## src/rtl/async_rx_addr.sv

```systemverilog
module async_rx_addr #(
  parameter int OVS = 16
) (
  input  logic       clk,
  input  logic       rst_n,
  input  logic       rxd,
  input  logic       tick16,
  input  logic [1:0] wlen_sel,
  input  logic       two_stop,
  input  logic       nine_en,
  input  logic [1:0] amode,
  input  logic [7:0] cmp_val,
  output logic [7:0] rx_data,
  output logic       rx_ninth,
  output logic       rx_ready,
  output logic       brk_det,
  output logic       frm_err,
  output logic       addr_irq
);
  localparam int CW = $clog2(OVS);
  localparam logic [CW-1:0] MID  = CW'(OVS / 2 - 1);
  localparam logic [CW-1:0] LAST = CW'(OVS - 1);

  typedef enum logic [1:0] {S_IDLE, S_START, S_BITS, S_HOLD} st_t;

  st_t         st;
  logic [1:0]  sy;
  logic [CW-1:0] cnt;
  logic [3:0]  idx;
  logic [7:0]  dat;
  logic        nin, seen_hi, stop_low, arm;

  wire        rx_s = sy[1];
  wire [3:0]  wl   = 4'd5 + {2'b00, wlen_sel};
  wire [3:0]  nsmp = wl + {3'b000, nine_en} + 4'd1 + {3'b000, two_stop};
  wire [7:0]  mask = ~(8'hFF << wl);
  wire [7:0]  padded = (dat & mask) | ~mask;
  wire        samp = tick16 && st == S_BITS && cnt == LAST;
  wire        fin  = samp && idx == nsmp - 4'd1;
  wire        fin_brk = fin && !seen_hi && !rx_s;
  wire        fin_chr = fin && !fin_brk;
  wire        match = padded == cmp_val;

  logic hit;
  always_comb begin
    case (amode)
      2'd0:    hit = nin;
      2'd1:    hit = match;
      2'd2:    hit = match && nin;
      default: hit = match && arm;
    endcase
  end

  always_ff @(posedge clk) begin
    if (!rst_n) sy <= 2'b11;
    else        sy <= {sy[0], rxd};
  end

  always_ff @(posedge clk) begin
    if (!rst_n) begin
      st <= S_IDLE; cnt <= '0; idx <= '0; dat <= '0;
      nin <= 1'b0; seen_hi <= 1'b0; stop_low <= 1'b0;
    end else begin
      case (st)
        S_IDLE:
          if (tick16 && !rx_s) begin
            st <= S_START; cnt <= '0;
          end
        S_START:
          if (tick16) begin
            if (cnt == MID) begin
              cnt <= '0;
              if (rx_s) st <= S_IDLE;
              else begin
                st <= S_BITS; idx <= '0; dat <= '0;
                nin <= 1'b0; seen_hi <= 1'b0; stop_low <= 1'b0;
              end
            end else cnt <= cnt + 1'b1;
          end
        S_BITS:
          if (tick16) begin
            if (cnt == LAST) begin
              cnt <= '0;
              idx <= idx + 4'd1;
              if (idx < wl)                  dat[idx[2:0]] <= rx_s;
              else if (nine_en && idx == wl) nin <= rx_s;
              else if (!rx_s)                stop_low <= 1'b1;
              if (rx_s) seen_hi <= 1'b1;
              if (fin) st <= rx_s ? S_IDLE : S_HOLD;
            end else cnt <= cnt + 1'b1;
          end
        default:
          if (rx_s) st <= S_IDLE;
      endcase
    end
  end

  always_ff @(posedge clk) begin
    if (!rst_n) begin
      rx_data <= '0; rx_ninth <= 1'b0; rx_ready <= 1'b0;
      brk_det <= 1'b0; frm_err <= 1'b0; addr_irq <= 1'b0; arm <= 1'b0;
    end else begin
      rx_ready <= fin_chr;
      brk_det  <= fin_brk;
      frm_err  <= fin_chr && (stop_low || !rx_s);
      addr_irq <= fin_chr && hit;
      if (fin_chr) begin
        rx_data  <= padded;
        rx_ninth <= nin;
      end
      if (fin_brk)      arm <= 1'b1;
      else if (fin_chr) arm <= 1'b0;
    end
  end

  p_pulse_r2: assert property (@(posedge clk) disable iff (!rst_n)
    rx_ready |=> !rx_ready);
  p_hold_r2: assert property (@(posedge clk) disable iff (!rst_n)
    !rx_ready |-> $stable({rx_data, rx_ninth}));
  p_pad_r3: assert property (@(posedge clk) disable iff (!rst_n)
    (rx_ready && wlen_sel == 2'd0) |-> (rx_data[7:5] == 3'b111));
  p_noninth_r4: assert property (@(posedge clk) disable iff (!rst_n)
    (rx_ready && !nine_en) |-> !rx_ninth);
  p_ferr_char_r5: assert property (@(posedge clk) disable iff (!rst_n)
    frm_err |-> rx_ready);
  p_brk_excl_r6: assert property (@(posedge clk) disable iff (!rst_n)
    !(brk_det && rx_ready));
  p_mode0_r7: assert property (@(posedge clk) disable iff (!rst_n)
    (addr_irq && amode == 2'd0) |-> rx_ninth);
  p_match_r8: assert property (@(posedge clk) disable iff (!rst_n)
    (addr_irq && amode != 2'd0) |-> (rx_data == cmp_val));
  p_mode2_r9: assert property (@(posedge clk) disable iff (!rst_n)
    (addr_irq && amode == 2'd2) |-> rx_ninth);
  p_irq_char_r10: assert property (@(posedge clk) disable iff (!rst_n)
    addr_irq |-> rx_ready);
endmodule

```

## config.mk

```make
export PLATFORM = sky130hd
export DESIGN_NAME = async_rx_addr
export DESIGN_NICKNAME = d
export VERILOG_FILES = /design/src/rtl/async_rx_addr.sv
export SDC_FILE = /design/constraint.sdc
export NUM_CORES = 1
export LEC_CHECK = 0
export BUFFER_PORTS_ARGS = -buffer_cell sky130_fd_sc_hd__buf_2
export CELL_PAD_IN_SITES_DETAIL_PLACEMENT = 1
export CELL_PAD_IN_SITES_GLOBAL_PLACEMENT = 1
export CORE_ASPECT_RATIO = 0.9
export CORE_MARGIN = 1.5
export CORE_UTILIZATION = 43
export CTS_CLUSTER_DIAMETER = 200
export DETAILED_ROUTE_END_ITERATION = 8
export HOLD_SLACK_MARGIN = 0.12
export PLACE_DENSITY_LB_ADDON = 0.12
export RECOVER_POWER = 50
export SETUP_SLACK_MARGIN = 0.1
export SLEW_MARGIN = 20
export SYNTH_ARGS = -nofsm -noshare
export SYNTH_HDL_FRONTEND = slang
export SYNTH_SLANG_ARGS = --single-unit
```

## constraint.sdc

```tcl
create_clock -name clk -period 2.4 [get_ports clk]
set_clock_uncertainty 0.2 [all_clocks]
set_input_delay 0 -clock clk [delete_from_list [all_inputs] [get_ports clk]]
set_output_delay 0 -clock clk [all_outputs]
set_load 0.01 [all_outputs]
```

# ---- Yosys cells after proc, flatten, opt, wreduce, memory -nomap -nowiden
# Index checks and enable logic that the tools add are counted.
# W data, S select, Z words.
dict set report word_totals {
  output_inout_bits 13
  input_bits 18
  elab_cells 135
  register_bits 37
}
dict set report classes {
  muxes 53
  n_reduce_logical 30
  shift 1
  n_lt_le_gt_ge 3
  n_bitwise 4
  n_eq_ne 22
  add_sub_neg 7
}
# op n
set op_table {}
lappend op_table {{$mux W8} 6}
lappend op_table {{$mux W4} 10}
lappend op_table {{$reduce_and A7 Y1} 3}
lappend op_table {{$ne A2 B2 Y1 const B} 10}
lappend op_table {{$mux W1} 18}
lappend op_table {{$mux W2} 9}
lappend op_table {{$not A8 Y8} 2}
lappend op_table {{$pmux W8 S2} 1}
lappend op_table {{$logic_and A1 B1 Y1} 13}
lappend op_table {{$add A4 B1 Y4 const B} 3}
lappend op_table {{$pmux W4 S3} 1}
lappend op_table {{$reduce_and A9 Y1} 1}
lappend op_table {{$add A4 B1 Y4} 2}
lappend op_table {{$and A8 B8 Y8} 1}
lappend op_table {{$bwmux W8} 1}
lappend op_table {{$eq A4 B4 Y1} 2}
lappend op_table {{$eq A8 B8 Y1} 1}
lappend op_table {{$or A8 B8 Y8} 1}
lappend op_table {{$pmux W4 S2} 1}
lappend op_table {{$reduce_and A8 Y1} 1}
lappend op_table {{$shl A8 B4 Y8 const A} 1}
lappend op_table {{$ne A2 B1 Y1 const B} 3}
lappend op_table {{$pmux W1 S2} 3}
lappend op_table {{$pmux W2 S3} 1}
lappend op_table {{other kinds (19)} 25}

# ---- Depth between registers and ports, before layout
dict set report logic_depth {
  ltp_word 13
  mapped_depth 10
  mapped_depth_nobuf 10
}

# ---- Worst setup path after synthesis
# OpenSTA, ideal clock, no wires.
dict set report synth_path {
  kind {input -> register}
  start {input wlen_sel[0]}
  end {register rx_data[0]}
  t_arrival_ns 1.816
  path_stages 8
  setup_time_ns 0.117
  path_buffers 0
  slack_ns 0.267
  path_cell_list {inv_1 > fa_1 > inv_1 > fa_1 > xnor2_1 > nor4_4 > a21oi_2 > a22o_1}
}
dict set report synth_between {
  elab_chain_cells 11
  word_cells_on_any_way 16
  classes_between {5 x add/sub; 1 x eq/ne; 1 x shift; 4 x bitwise; 5 x reduce/logical}
}
# element line_no
set synth_lines {}
lappend synth_lines {{start, declared} 8} ;# input logic [1:0] wlen_sel,
lappend synth_lines {{$add A3 B2 Y4 (*)} 34} ;# wire [3:0] wl = 4'd5 + {2'b00, wlen_sel};
lappend synth_lines {{$add A4 B1 Y4 (3 in a row)} 35} ;# wire [3:0] nsmp = wl + {3'b000, nine_en} + 4'd1 + {3'b000, two_stop};
lappend synth_lines {{$sub A4 B1 Y4} 39} ;# wire fin = samp && idx == nsmp - 4'd1;
lappend synth_lines {{$eq A4 B4 Y1} 39}
lappend synth_lines {{$logic_and A1 B1 Y1} 39}
lappend synth_lines {{$logic_and A1 B1 Y1 (2 in a row)} 40} ;# wire fin_brk = fin && !seen_hi && !rx_s;
lappend synth_lines {{$logic_not A1 Y1} 41} ;# wire fin_chr = fin && !fin_brk;
lappend synth_lines {{$logic_and A1 B1 Y1} 41}
lappend synth_lines {{end signal, assigned} 108} ;# rx_data <= padded;
lappend synth_lines {{end, declared} 13} ;# output logic [7:0] rx_data,
# Every way passes the cells marked *; elsewhere a longest branch is shown, timed or not.
# A chain may end at the register's enable or synchronous reset.

# ---- Final worst setup path
dict set report layout_path {
  start {register st[1]}
  end {register dat[1]}
}
dict set report layout_between {
  elab_chain_cells 3
  word_cells_on_any_way 11
  classes_between {8 x eq/ne; 1 x mux; 2 x reduce/logical}
}
# element line_no
set layout_lines {}
lappend layout_lines {{start, declared} 26} ;# st_t st;
lappend layout_lines {{start signal, assigned} 89} ;# if (fin) st <= rx_s ? S_IDLE : S_HOLD;
lappend layout_lines {{$eq A2 B2 Y1 / $eq A2 B1 Y1 (equally long branches)} 64} ;# case (st)
lappend layout_lines {{$ne A2 B1 Y1 (no line), or another cell as far along} -}
lappend layout_lines {{$reduce_and A7 Y1 (no line)} -}
lappend layout_lines {{end signal, assigned by index} 85} ;# if (idx < wl) dat[idx[2:0]] <= rx_s;
lappend layout_lines {{end, declared} 30} ;# logic [7:0] dat;
# Parallel ways exist; a longest one is shown, timed or not.

==> out/summary.txt <==
Status - finished clean
Xor and xnor fraction of the mapped netlist area - 4.10%
Vias in the first global route - 2121
Post-synth top area share - 34.7%
Leakage power - 1.06 nW
Final worst-path cycle share - 91.5%
Worst Setup Start Kind - register
Sequential area share after synthesis - 34.7%
Hold crit path type - in -> reg
CP Cell Sequence - inv_1 -> ha_2 -> or2_2 -> o311ai_2 -> and2_0 -> o21ai_2 -> o41ai_1
IO Port Bufs - 30
Via count - 2073
Total CTS buffers - 5
GRT Overall Usage - 24.7%
Fin crit period - 2.20 ns
Synth Area in Adders - 10.1%
Largest net degree at the start of global routing - 23
RSZ-0062 raised after global routing - no
Floorplan core area - 4800 sq um
Gr ovfl total - 0
Worst Max-Slew Pin Slew - 0.451 ns
YS warnings - 0
Total Die Area - 5400 sq um
CTS sink count - 37
Post-synthesis compound-gate area fraction - 22.7%
Slew margin rel. - 70.0%
Critical Path RT - 2.38 ns
Final core utilization - 57.4%
Mapped Area - 2130 sq um
Largest family of logic cells by synthesized area - compound AO/OA/AOI/OAI gates
Synthesized net count - 276
CTS tree - built
Fin. Hold Viols - 0
Vias per cell - 5.59
Clock Tree Buf Depth - 2
Post-route cell area - 2760 sq um
Fin nets - 339
DRC violations left - 0
Iter 0 DRT Violations - 77
CP endpoint kind - register
CP max stage delay - 0.39 ns
Layout cells sized above 1 - 21.9%
Hold path depth - 5
Post-Place Cells - 349
Multiplexer share of the synthesized area - 2.46%
Critical Path AT - 2.17 ns
Clock Latency Late Sink - 0.28 ns
Initial Util - 44.4%
Chip height - 69.8 um
Critical path's slowest cell - dfxtp_2
Slew Limit Fails - 0
Maximum clock rate - 0.455 GHz
Hold Path End - stop_low
PD cells - 625 nW/um^2
Final worst slack - 0.204 ns
Setup CP Type - reg -> reg
Row cnt - 24
First-pass GRT wire length - 10500 um
Initial antenna violation count - 0
Post-synthesis area per instance - 8.82 sq um
GPL Wtd Cong - 0.815
Area contributors post-synth - dfxtp_1 35%, ha_1 8.2%, nand2_1 4.0%
Reg-to-reg startpoint - st[1]
Flop-to-flop setup slack - 0.20 ns
Total wire length - 6350 um
Top FF cell, synth - dfxtp_1
Finished Layout Cells - 371
R2R depth - 7
DP Area - 2490 sq um
H-tree depth - 2
Final ANT Viol Nets - 0
Simple-gate area share of the yosys netlist - 21.2%
Fillcell total - 577
Largest area contributor in the netlist - dfxtp_1
Setup TNS Final - 0 ns
Wire length per cell - 17.1 um
First-pass detailed-route iteration total - 4
Number of synthesized flops with an enable pin - 0
Root buf cell - clkbuf_8
DP HPWL - 4520 um
ANT cells - 0
Count of different cell masters after synthesis - 60
Critical path peak fanout - 7
Post-synth ARST share - 0%
Ports - 31
Maximum VDD drop - 468 uV
Final setup viols - 0
R2R Path End - dat[1]
#FFs+latches synth - 37
Worst-path clk slew - 0.07 ns
Cells after Synth - 242
Max Cap Violations - 0
Pre-CTS WS - -0.0369 ns
Die X - 77.3 um
Layout Area Growth over Synthesis - 29.3%
Hold_sp - tick16
final cells by class:
| cell class | instances | area [sq um] | area share, % |
|---|---|---|---|
| multi-input cells | 180 | 1330 | 48.3 |
| clock buffers | 7 | 96.3 | 3.49 |
| flip-flops and latches | 37 | 744 | 27.0 |
| repair buffers | 67 | 444 | 16.1 |
| well taps | 65 | 81.3 | 2.95 |
| clock inverters | 1 | 8.76 | 0.317 |
| inverters | 14 | 52.6 | 1.90 |
Yosys cell counts, types with 4 or more instances:
| library cell | count |
|---|---|
| ha_1 | 14 |
| inv_1 | 13 |
| xnor2_1 | 8 |
| nor3_1 | 4 |
| dfxtp_1 | 37 |
| a21oi_1 | 8 |
| a22o_1 | 7 |
| nand2_1 | 23 |
| nand2b_1 | 5 |
| nor2b_1 | 4 |
| nand3_1 | 13 |
| nor2_1 | 16 |
| clkbuf_1 | 6 |
| o41ai_1 | 4 |
| o21ai_0 | 5 |
kinds of logic (layout without fill, tap and decap cells):
kind of cell | Yosys count | after routing
adder cells (fa/ha/maj) | 16 | 16
buffers and inverters | 25 | 89
XOR/XNOR | 10 | 10
AO/OA/AOI/OAI | 63 | 63
multiplexers | 5 | 5
AND/OR/NAND/NOR | 86 | 86
flip-flops | 37 | 37
flip-flops by register name, indices dropped and copies added, names as in the netlist:
register  flops
dat           8
rx_data       8
cnt           4
idx           4
st            2
sy            2
addr_irq      1
arm           1
brk_det       1
frm_err       1
nin           1
rx_ninth      1
rx_ready      1
seen_hi       1
stop_low      1
worst max-delay path: cells and delay by family (launching register included):
family,cells,cell delay (ns)
compound gates,3,0.67
fa+ha+maj,1,0.21
flops,1,0.39
buf+inv,1,0.08
simple gates,2,0.55
repair_timing:
| item | in CTS | in global routing |
|---|---|---|
| setup buffers | 0 | 0 |
| setup endpoints to repair | 0 | 22 |
| hold endpoints to repair | 28 | 0 |
| resized for setup | 0 | 12 |
| hold buffers | 14 | 0 |
where the power goes:
group          switching [mW]  total (mW)  internal [mW]
combinational           0.340       0.601          0.261
clock                   0.226       0.491          0.265
sequential            0.00659       0.633          0.627
worst max path at each step:
| stage | start | slack, ns | end | depth (start not counted) |
|---|---|---|---|---|
| floorplan | wlen_sel[0] | 0.27 | rx_data[0] | 8 |
| global placement | two_stop | 0.04 | rx_data[2] | 9 |
| detailed placement | wlen_sel[0] | -0.04 | dat[1] | 12 |
| CTS | st[0] | 0.11 | cnt[0] | 8 |
| global route | st[0] | 0.11 | cnt[0] | 8 |
| finish | st[1] | 0.20 | dat[1] | 7 |
cells in the final DEF (no fill, tap or decap), types with 7 or more instances in the layout:
| master | n |
|---|---|
| a21oi_1 | 8 |
| a22o_1 | 7 |
| buf_2 | 15 |
| buf_4 | 23 |
| clkbuf_1 | 15 |
| clkbuf_8 | 7 |
| dfxtp_1 | 34 |
| dlygate4sd3_1 | 14 |
| ha_1 | 12 |
| inv_1 | 13 |
| nand2_1 | 23 |
| nand3_1 | 13 |
| nor2_1 | 16 |
| xnor2_1 | 8 |
metal layers:
metal,vias to the layer above,routed length (um),global-route usage (%)
met2,49,3010,41.5
met4,0,44,5.45
li1,1017,-,-
met5,-,0,0
met3,5,310,5.00
met1,1002,2980,32.5
stage by stage:
step           power, mW  hold slack [ns]
3_5_place_dp        1.21          -0.0130
4_1_cts             1.72            0.166
2_1_floorplan      0.984          -0.0985
5_1_grt             1.82            0.202
3_3_place_gp        1.19          -0.0186
6_report            1.73            0.184
Note: power is estimated with default switching activity, not from simulation.
